[src/rtl/pa_cache_stage.sv]
module pa_cache_stage #(
  parameter int PA_W        = 48,
  parameter int WIDE_IMPL   = 44,
  parameter int NARROW_IMPL = 40,
  parameter int UC_WIDE     = 43,
  parameter int UC_NARROW   = 39,
  parameter int SX_BIT      = 40,
  parameter int CLR_HI      = 42,
  parameter int CLR_LO      = 35,
  parameter int REG_LSB     = 32,
  parameter int REG_W       = 3
) (
  input  logic            clk,
  input  logic            rst_n,
  input  logic            in_valid,
  input  logic [PA_W-1:0] in_paddr,
  input  logic            in_superpage,
  input  logic            in_mode,
  output logic            out_valid,
  output logic [PA_W-1:0] out_paddr,
  output logic            out_uncached,
  output logic            out_mchk,
  output logic            out_unimpl
);
  localparam logic [PA_W-1:0] ONES        = '1;
  localparam logic [PA_W-1:0] WIDE_MASK   = ONES >> (PA_W - WIDE_IMPL);
  localparam logic [PA_W-1:0] NARROW_MASK = ONES >> (PA_W - NARROW_IMPL);
  localparam logic [PA_W-1:0] LOW_MASK    = ONES >> (PA_W - SX_BIT);
  localparam logic [PA_W-1:0] SX_FILL     = WIDE_MASK & ~LOW_MASK;
  localparam logic [PA_W-1:0] CLR_MASK    = (ONES >> (PA_W - CLR_HI - 1)) & ~(ONES >> (PA_W - CLR_LO));

  logic [PA_W-1:0] impl_mask, sp_masked, sp_addr, norm, adj;
  logic            mchk, uc_bit, regsp, unimpl, uc;

  assign impl_mask = in_mode ? WIDE_MASK : NARROW_MASK;
  assign sp_masked = in_paddr & impl_mask;
  assign sp_addr   = (in_mode && sp_masked[SX_BIT]) ? (sp_masked | SX_FILL)
                                                    : (sp_masked & LOW_MASK);
  assign norm      = in_superpage ? sp_addr : in_paddr;

  assign mchk   = |(norm & ~impl_mask);
  assign uc_bit = in_mode ? norm[UC_WIDE] : norm[UC_NARROW];
  assign regsp  = &norm[REG_LSB +: REG_W];
  assign unimpl = !mchk && uc_bit && regsp;
  assign uc     = !mchk && uc_bit && !regsp;
  assign adj    = (uc && in_mode) ? (norm & ~CLR_MASK) : norm;

  always_ff @(posedge clk) begin
    if (!rst_n) begin
      out_valid    <= 1'b0;
      out_paddr    <= '0;
      out_uncached <= 1'b0;
      out_mchk     <= 1'b0;
      out_unimpl   <= 1'b0;
    end else begin
      out_valid    <= in_valid;
      out_paddr    <= in_valid ? adj : '0;
      out_uncached <= in_valid && uc;
      out_mchk     <= in_valid && mchk;
      out_unimpl   <= in_valid && unimpl;
    end
  end

  AST_ONE_FLAG: assert property (@(posedge clk) disable iff (!rst_n)
    $onehot0({out_uncached, out_mchk, out_unimpl}));
  AST_FLAGS_QUIET: assert property (@(posedge clk) disable iff (!rst_n)
    !out_valid |-> !(out_uncached || out_mchk || out_unimpl));
  AST_VALID_LAT: assert property (@(posedge clk) disable iff (!rst_n)
    in_valid |=> out_valid);
  AST_MCHK_RANGE: assert property (@(posedge clk) disable iff (!rst_n)
    (in_valid && !in_superpage && in_mode && |(in_paddr & ~WIDE_MASK)) |=> out_mchk);
  AST_SP_NO_MCHK: assert property (@(posedge clk) disable iff (!rst_n)
    (in_valid && in_superpage) |=> !out_mchk);
  AST_WIDE_CLEAR: assert property (@(posedge clk) disable iff (!rst_n)
    (in_valid && in_mode) |=> (!out_uncached || out_paddr[CLR_HI:CLR_LO] == '0));
endmodule

[config.mk]
export PLATFORM = sky130hd
export DESIGN_NAME = pa_cache_stage
export DESIGN_NICKNAME = d
export VERILOG_FILES = /design/src/rtl/pa_cache_stage.sv
export SDC_FILE = /design/constraint.sdc
export NUM_CORES = 1
export LEC_CHECK = 0
export ABC_AREA = 0
export BUFFER_PORTS_ARGS = -buffer_cell sky130_fd_sc_hd__buf_2
export CORE_AREA = 2 2 69 71
export CTS_BUF_LIST = sky130_fd_sc_hd__clkbuf_4 sky130_fd_sc_hd__clkbuf_8 sky130_fd_sc_hd__clkbuf_16
export DETAILED_ROUTE_END_ITERATION = 10
export DIE_AREA = 0 0 71 73
export MAX_ROUTING_LAYER = met4
export PLACE_DENSITY = 0.71
export SLEW_MARGIN = 25
export SYNTH_ARGS = -nofsm -noshare
export SYNTH_HDL_FRONTEND = slang
export SYNTH_SLANG_ARGS = --single-unit
[constraint.sdc]
create_clock -name clk -period 1.3 [get_ports clk]
set_clock_uncertainty 0.15 [all_clocks]
set_input_delay 0.195 -clock clk [delete_from_list [all_inputs] [get_ports clk]]
set_output_delay 0.195 -clock clk [all_outputs]
set_load 0.02 [all_outputs]
==> run_results.csv, run 1 <==
group,metric,value,unit
critical_path,endpoint_kind,"flip-flop",
layout,drive_gt1_share,43.5,%
pwr,p_seq_share,54.7,%
synth,synth_top_area_share,68.3,%
pwr,max-vdd-ir-drop,504,µV
floorplan,die_h,73,µm
sta,period_share,97.1,%
layout,design_area,2660,µm²
pwr,power.internal,2.33,mW
sta,tightest_slew,0.348,ns
floorplan,core-area,4540,µm²
grt,track_usage,16.2,%
layout,layout_common_cells,"buf_2, dfxtp_1, dlygate4sd3_1",
grt,grt_pass1_vias,1430,
clock_network,max-clock-path-buffers,2,
critical_path,crit_path_cell_trace,"buf_2, or4_4, a22o_1, nor4b_2",
synth,yosysSeqAreaShare,68.3,%
critical_path,start_kind,"primary input",
drt,final_antenna_net_count,0,
clock_network,numCtsBuffers,5,
pwr,p_clk_share,30.0,%
placed_design,placed_cell_area,2130,µm²
sta,hold_viol_final,0,
layout,num-nets-final,335,
grt,antenna_found_initial,0,
layout,area_growth,74.1,%
status,status,"complete, no violations",
floorplan,die_x,71,µm
floorplan,dieArea,5180,µm²
synth,syn_inst,129,
floorplan,rows,25,
layout,final_common_cell,"buf_2",
drt,drc_errors,0,
floorplan,io_pins,105,
pwr,p_per_area,1150,nW/µm²
drt,wirelength,4080,µm
clock_network,cts_tree,"done",
critical_path,crit_fanout,3,
pwr,p_total,3.06,mW
sta,finalSetupViolCount,0,
placed_design,io_buffers,104,
sta,fmax,792,MHz
critical_path,worstPathArrival,1.33,ns
sta,maxSlewViolCount,0,
synth,synth_area_leader_cell,"dfxtp_1",
synth,syn_area,1530,µm²
drt,routedWlPerCell,12.1,µm
synth,ys_seq_elements,52,
clock_network,h-tree-depth,2,
placed_design,gp_congestion,0.735,
floorplan,start_util,33.6,%
layout,fin_util,58.5,%
pwr,p_leak,1.45,nW
sta,finalCriticalPeriod,1.26,ns
placed_design,dp_hpwl,2590,µm
worst_hold_path,hold_class,"in2reg",
clock_network,root_buffer,"clkbuf_8",
synth,synthTopCellsByArea,"dfxtp_1, and3_1, a21boi_1",
clock_network,cts_sinks,52,
sta,setup_tns,0,ns
drt,drtIter0Drc,41,
critical_path,path_class,"in2reg",
drt,first_pass_iters,4,
layout,antenna_cells,0,
clock_network,post_cts_resized,0,
pwr,pwr-share-comb,15.2,%
sta,maxSlewHeadroom,76.5,%
synth,yosysUniqueCellTypes,21,
critical_path,crit_family,"simple AND/OR/NAND/NOR gates",
critical_path,slowest_stage,"or4_4",
grt,grt.overflow.total,0,
pwr,switching_share,23.9,%
run,cap_viol_max_count,0,
synth,syn_nets,182,
synth,yosysWarnings,0,
critical_path,crit_buf_inv,1,
critical_path,slowest_delay,0.53,ns
grt,grt_pass1_wl,6270,µm
clock_network,path_clk_slew,0.09,ns
pwr,switching_power,0.731,mW
critical_path,cp.required,1.37,ns
sta,grt_setup_unrepaired,"no",
drt,vias,1471,
drt,vias_per_cell,4.36,
synth,postSynthAreaPerCell,11.8,µm²
grt,grt_max_degree,36,
-- cells by family (layout without fill, tap and decap cells) --
family / Yosys count / in the layout / share of synthesized area, %
flip-flops: 52 / 52 / 68.3
AND/OR/NAND/NOR: 51 / 51 / 21.9
AO/OA/AOI/OAI: 16 / 16 / 6.97
buffers and inverters: 9 / 163 / 2.21
multiplexers: 1 / 1 / 0.656
-- routing by layer --
metal / global-route usage [%] / part of all wire [%]
met4: 5.66 / 1.4
met2: 28.6 / 49
met3: 5.11 / 7.2
met5: - / 0
met1: 17.1 / 42
-- final timing paths --
path                    startpoint            end  slack, ns  cells after the start
worst max-delay path  in_paddr[47]   out_uncached       0.04                      4
worst min-delay path  in_paddr[43]  out_paddr[43]       0.01                      3
-- power groups by stage --
stage | clock network, mW | logic (mW) | registers, mW
6_report | 0.918 | 0.466 | 1.67
5_1_grt | 1.02 | 0.507 | 1.68
4_1_cts | 0.954 | 0.465 | 1.67
3_5_place_dp | 0 | 0.365 | 1.71
3_3_place_gp | 0 | 0.361 | 1.71
2_1_floorplan | 0 | 0.0940 | 1.80
-- synth_stat cells --
master,number
a22o_1,1
and2_1,6
nor4b_2,1
and3b_1,1
a21o_1,1
nand2_1,1
or4_4,1
a22oi_2,1
nor2_1,2
or4_1,1
inv_1,1
inv_2,1
a21boi_1,5
nand3_1,1
nor4_2,1
o21ai_0,2
mux2i_1,1
clkbuf_1,7
and3_1,36
a21oi_1,6
dfxtp_1,52
-- metrics by stage --
stage | cells | setup slack (ns) | hold WS, ns
after detailed placement | 286 | -0.277 | 0.267
after global routing | 337 | 0.00710 | 0.0102
after global placement | 286 | -0.265 | 0.266
final | 337 | 0.0379 | 0.0129
after CTS | 337 | 0.0401 | 0.00600
after floorplan | 129 | -0.129 | 0.167
-- registers in the layout (all words and copies together), names as in the netlist --
register,count
out_unimpl,1
out_mchk,1
out_valid,1
out_paddr,48
out_uncached,1
-- final cells by class --
class | instances | area [µm²]
Multi-Input combinational cell | 68 | 450
Inverter | 2 | 7.51
Timing Repair Buffer | 153 | 996
Sequential cell | 52 | 1040
Clock buffer | 6 | 82.6
Tap cell | 54 | 67.6
Fill cell | 405 | 1880
Clock inverter | 2 | 10.0
-- timing repair --
item | in CTS | in global routing
hold buffers | 43 | 0
hold endpoints to repair | 43 | 0
buffers inserted | 0 | 0
No activity file was read; power rests on OpenSTA's default activity.
==> run 2, diff against run 1 <==
==> constraint.sdc (replaced) <==
create_clock -name clk -period 1.3 [get_ports clk]
set_clock_uncertainty 0.15 [all_clocks]
set_input_delay 0.065 -clock clk [delete_from_list [all_inputs] [get_ports clk]]
set_output_delay 0.065 -clock clk [all_outputs]
set_load 0.05 [all_outputs]
==> run 2 against run 1 <==
Compared with the run above: the run now ends with hold timing left; global-route usage down 0.59 points; setup slack improved by 0.021 ns; sequential power is essentially flat; combinational power is 37% higher; critical path depth up 3; clock-buffer cell count unchanged; sequential cell count stayed put; critical path type unchanged; critical endpoint is now out_paddr[40]; largest power group unchanged.
==> run_results.csv, run 2 (synthesis gave the netlist of run 1 again) <==
group,metric,value,unit
layout,antenna_cells,0,
floorplan,core-area,4540,µm²
layout,drive_gt1_share,42.7,%
sta,period_share,95.5,%
placed_design,gp_congestion,0.753,
critical_path,crit_path_cell_trace,"buf_2, dlygate4sd3_1, nand2_2, inv_2, a22oi_2, buf_6, a21oi_1",
sta,tightest_slew,0.361,ns
layout,fillers,388,
sta,finalSetupViolCount,0,
layout,stdcell_count,342,
critical_path,cp.required,1.34,ns
placed_design,dp_hpwl,2630,µm
sta,layout_setup_ws,0.0588,ns
clock_network,root_buffer,"clkbuf_8",
layout,num-nets-final,340,
floorplan,die_h,73,µm
sta,maxSlewHeadroom,75.7,%
floorplan,rows,25,
placed_design,preCtsSetupSlack,-0.152,ns
floorplan,die_x,71,µm
clock_network,cts_tree,"done",
pwr,max-vdd-ir-drop,696,µV
placed_design,place_inst,283,
status,status,"complete, but fails checks",
grt,grt_pass1_vias,1430,
drt,final_antenna_net_count,0,
layout,layout_common_cells,"buf_2, dfxtp_1, dlygate4sd3_1",
floorplan,io_pins,105,
run,cap_viol_max_count,0,
placed_design,io_buffers,104,
grt,grt.overflow.total,0,
grt,track_usage,15.6,%
layout,final_common_cell,"buf_2",
clock_network,cts_sinks,52,
status,violations,"hold timing",
layout,design_area,2740,µm²
sta,hold_viol_final,1,
critical_path,crit_family,"buffers and inverters",
critical_path,path_class,"in2reg",
clock_network,h-tree-depth,2,
floorplan,dieArea,5180,µm²
drt,first_pass_iters,4,
layout,largest-register,"out_paddr",
floorplan,start_util,33.6,%
drt,vias_per_cell,4.44,
grt,antenna_found_initial,0,
grt,grt_max_degree,36,
layout,largest_reg_flops,48,
critical_path,worstPathArrival,1.28,ns
critical_path,endpoint_kind,"flip-flop",
critical_path,slowest_stage,"dlygate4sd3_1",
critical_path,slowest_delay,0.58,ns
grt,grt_pass1_wl,6070,µm
sta,worst_hold_slack,-0.0612,ns
drt,drtIter0Drc,38,
drt,wirelength,4210,µm
clock_network,path_clk_slew,0.09,ns
critical_path,crit_buf_inv,4,
drt,vias,1519,
sta,fmax,806,MHz
sta,maxSlewViolCount,0,
placed_design,placed_cell_area,2110,µm²
clock_network,max-clock-path-buffers,2,
critical_path,start_kind,"primary input",
sta,finalCriticalPeriod,1.24,ns
drt,routedWlPerCell,12.3,µm
critical_path,crit_fanout,8,
clock_network,hold_buffers,50,
pwr,p_per_area,1240,nW/µm²
pwr,p_leak,1.48,nW
worst_hold_path,hold_class,"in2reg",
layout,area_growth,79.8,%
drt,drc_errors,0,
clock_network,numCtsBuffers,5,
[run 2: final cells by class]
class                           count  area, µm²  area share, %
Inverter                            2       7.51          0.274
Tap cell                           54       67.6           2.46
Clock inverter                      2       35.0           1.28
Sequential cell                    52       1040           38.0
Multi-Input combinational cell     68        460           16.8
Timing Repair Buffer              158       1050           38.5
Clock buffer                        6       76.3           2.78
[run 2: power breakdown]
| group | total, mW | switching, mW | internal [mW] | leakage (nW) |
|---|---|---|---|---|
| registers | 1.67 | 0.0139 | 1.66 | 0.427 |
| clock network | 1.08 | 0.489 | 0.592 | 0.0586 |
| logic | 0.639 | 0.384 | 0.255 | 0.995 |
[run 2: path summary, 6_finish.rpt]
kind                 start             to  cells past startpoint
hold / removal    in_valid      out_valid                      3
setup / recovery     rst_n  out_paddr[40]                      7
[run 2: metrics by stage]
step | power [mW] | setup TNS [ns] | util [%]
4_1_cts | 3.43 | 0 | 60.0
5_1_grt | 3.51 | -0.000694 | 60.5
3_5_place_dp | 2.22 | -1.12 | 46.5
6_report | 3.39 | 0 | 60.5
2_1_floorplan | 2.05 | 0 | -
3_3_place_gp | 2.22 | -0.950 | 46.5
[run 2: tightest hold or removal path, delay by kind of cell]
family	cells	cell delay, ns
buffers and inverters	2	0.21
AND/OR/NAND/NOR	1	0.08
[run 2: routing by layer]
layer | vias up | track usage (%) | routed length (µm)
li1 | 762 | - | -
met1 | 687 | 16.5 | 1760
met2 | 66 | 27.6 | 2160
met3 | 4 | 4.42 | 252
met4 | 0 | 5.87 | 30
met5 | - | - | 0
[run 2: timing repair]
item	4_1_cts	5_1_grt
setup endpoints to repair	0	8
endpoints found under the hold margin	50	1
resized for setup	0	4
buffers inserted	0	1
==> run 3, diff against run 2 <==
--- a/config.mk
+++ b/config.mk
@@ -7,12 +7,14 @@
 export LEC_CHECK = 0
 export ABC_AREA = 0
 export BUFFER_PORTS_ARGS = -buffer_cell sky130_fd_sc_hd__buf_2
-export CORE_AREA = 2 2 69 71
+export CORE_AREA = 2 2 65 67
 export CTS_BUF_LIST = sky130_fd_sc_hd__clkbuf_4 sky130_fd_sc_hd__clkbuf_8 sky130_fd_sc_hd__clkbuf_16
 export DETAILED_ROUTE_END_ITERATION = 10
-export DIE_AREA = 0 0 71 73
+export DIE_AREA = 0 0 67 69
+export GPL_ROUTABILITY_DRIVEN = 1
 export MAX_ROUTING_LAYER = met4
-export PLACE_DENSITY = 0.71
+export PLACE_DENSITY = 0.76
+export SETUP_SLACK_MARGIN = 0.05
 export SLEW_MARGIN = 25
 export SYNTH_ARGS = -nofsm -noshare
 export SYNTH_HDL_FRONTEND = slang
==> constraint.sdc (replaced) <==
create_clock -name clk -period 1.4 [get_ports clk]
set_clock_uncertainty 0.15 [all_clocks]
set_input_delay 0.07 -clock clk [delete_from_list [all_inputs] [get_ports clk]]
set_output_delay 0.07 -clock clk [all_outputs]
set_load 0.05 [all_outputs]
==> run 3 against run 2 <==
Compared with the run above: the flow now finishes without violations; sequential share of layout area down 0.069 points; clock-buffer cell count up 1; sequential power down 7%; core utilization up 9.7 points; combinational power down 3.1%; die area down 11%; first-iteration DRC count up 68%; wire length up 15%; clock power down 20%; critical path depth unchanged; via count up 3.0%; non-clock buffer count up 1.
==> run_results.csv, run 3 (synthesis gave the netlist of run 1 again) <==
group,metric,value,unit
layout,final_common_cell,"buf_2",
worst_hold_path,hold_class,"in2reg",
sta,finalCriticalPeriod,1.33,ns
clock_network,numCtsBuffers,5,
status,status,"complete, no violations",
sta,hold_viol_final,0,
drt,drtIter0Drc,64,
floorplan,io_pins,105,
layout,fin_util,70.2,%
layout,area_growth,80.1,%
sta,maxSlewViolCount,0,
sta,tightest_slew,0.430,ns
grt,grt_pass1_vias,1491,
sta,fmax,753,MHz
pwr,p_seq_share,51.2,%
pwr,max-vdd-ir-drop,672,µV
pwr,pwr-share-comb,20.3,%
floorplan,rows,23,
floorplan,dieArea,4620,µm²
drt,final_antenna_net_count,0,
clock_network,path_clk_slew,0.08,ns
layout,fillers,310,
layout,stdcell_count,338,
layout,regArea,1040,µm²
drt,first_pass_iters,4,
placed_design,gp_congestion,0.815,
floorplan,start_util,39.0,%
layout,antenna_cells,0,
grt,track_usage,20.5,%
drt,vias,1564,
pwr,p_leak,1.48,nW
grt,grt_max_degree,36,
pwr,p_per_area,1110,nW/µm²
layout,largest_reg_flops,48,
layout,num-nets-final,341,
drt,vias_per_cell,4.63,
sta,layout_setup_ws,0.0712,ns
floorplan,die_x,67,µm
run,cap_viol_max_count,0,
drt,wirelength,4830,µm
sta,grt_setup_unrepaired,"no",
clock_network,h-tree-depth,2,
pwr,switching_power,0.817,mW
pwr,p_clk_share,28.5,%
placed_design,dp_hpwl,2800,µm
sta,worst_hold_slack,0.132,ns
layout,multi_input_area,478,µm²
layout,largest-register,"out_paddr",
critical_path,path_class,"in2reg",
clock_network,max-clock-path-buffers,2,
critical_path,start_kind,"primary input",
floorplan,die_h,69,µm
pwr,switching_share,26.9,%
placed_design,io_buffers,104,
critical_path,crit_fanout,8,
clock_network,cts_sinks,52,
drt,drc_errors,0,
critical_path,cp.required,1.47,ns
sta,finalSetupViolCount,0,
clock_network,cts_tree,"done",
clock_network,root_buffer,"clkbuf_8",
grt,grt_pass1_wl,6910,µm
layout,drive_gt1_share,44.1,%
layout,layout_common_cells,"buf_2, dfxtp_1, dlygate4sd3_1",
grt,antenna_found_initial,0,
placed_design,preCtsSetupSlack,-0.0943,ns
drt,routedWlPerCell,14.3,µm
sta,setup_tns,0,ns
pwr,power.internal,2.22,mW
grt,grt.overflow.total,0,
placed_design,place_inst,281,
critical_path,worstPathArrival,1.40,ns
sta,period_share,94.9,%
critical_path,endpoint_kind,"flip-flop",
floorplan,core-area,3910,µm²
sta,maxSlewHeadroom,71.0,%
-- run 3: path summary, 6_finish.rpt --
path	start	endpoint	slack, ns	depth (start not counted)
max	in_paddr[43]	out_paddr[40]	0.07	7
min	in_superpage	out_paddr[43]	0.13	4
-- run 3: cell type report --
cell class	count	area share, %
Inverter	2	0.273
Tap cell	50	2.28
Clock buffer	7	3.51
Multi-Input combinational cell	68	17.4
Timing Repair Buffer	159	38.7
Sequential cell	52	37.9
-- run 3: power by group through the flow --
stage / sequential (mW) / clock, mW / combinational, mW
after floorplan: 1.82 / 0 / 0.0872
after global placement: 1.59 / 0 / 0.480
after detailed placement: 1.59 / 0 / 0.485
after CTS: 1.56 / 0.896 / 0.592
after global routing: 1.56 / 0.964 / 0.649
final: 1.56 / 0.867 / 0.619
-- run 3: stage by stage --
step | total power, mW | cell area, µm²
floorplan | 1.91 | 1530
global placement | 2.07 | 2120
detailed placement | 2.07 | 2120
CTS | 3.04 | 2720
global route | 3.18 | 2750
finish | 3.04 | 2750
-- run 3: per-layer routing --
layer | GRT usage [%] | vias up | part of all wire [%]
met3 | 4.57 | 9 | 7.4
li1 | - | 764 | -
met2 | 34.4 | 86 | 49
met4 | 8.84 | 0 | 1.6
met1 | 22.9 | 705 | 42
met5 | - | - | 0
-- run 3: critical path: stages --
cell	delay [ns]
buf_2	0.10
dlygate4sd3_1	0.56
buf_4	0.15
mux2i_4	0.16
a22oi_2	0.08
buf_6	0.14
a21oi_2	0.13
-- run 3: repair_timing --
item	4_1_cts	5_1_grt
setup buffers	0	0
setup endpoints to repair	0	9
gates resized for setup	0	8
hold endpoints to repair	50	0
hold buffers	50	0
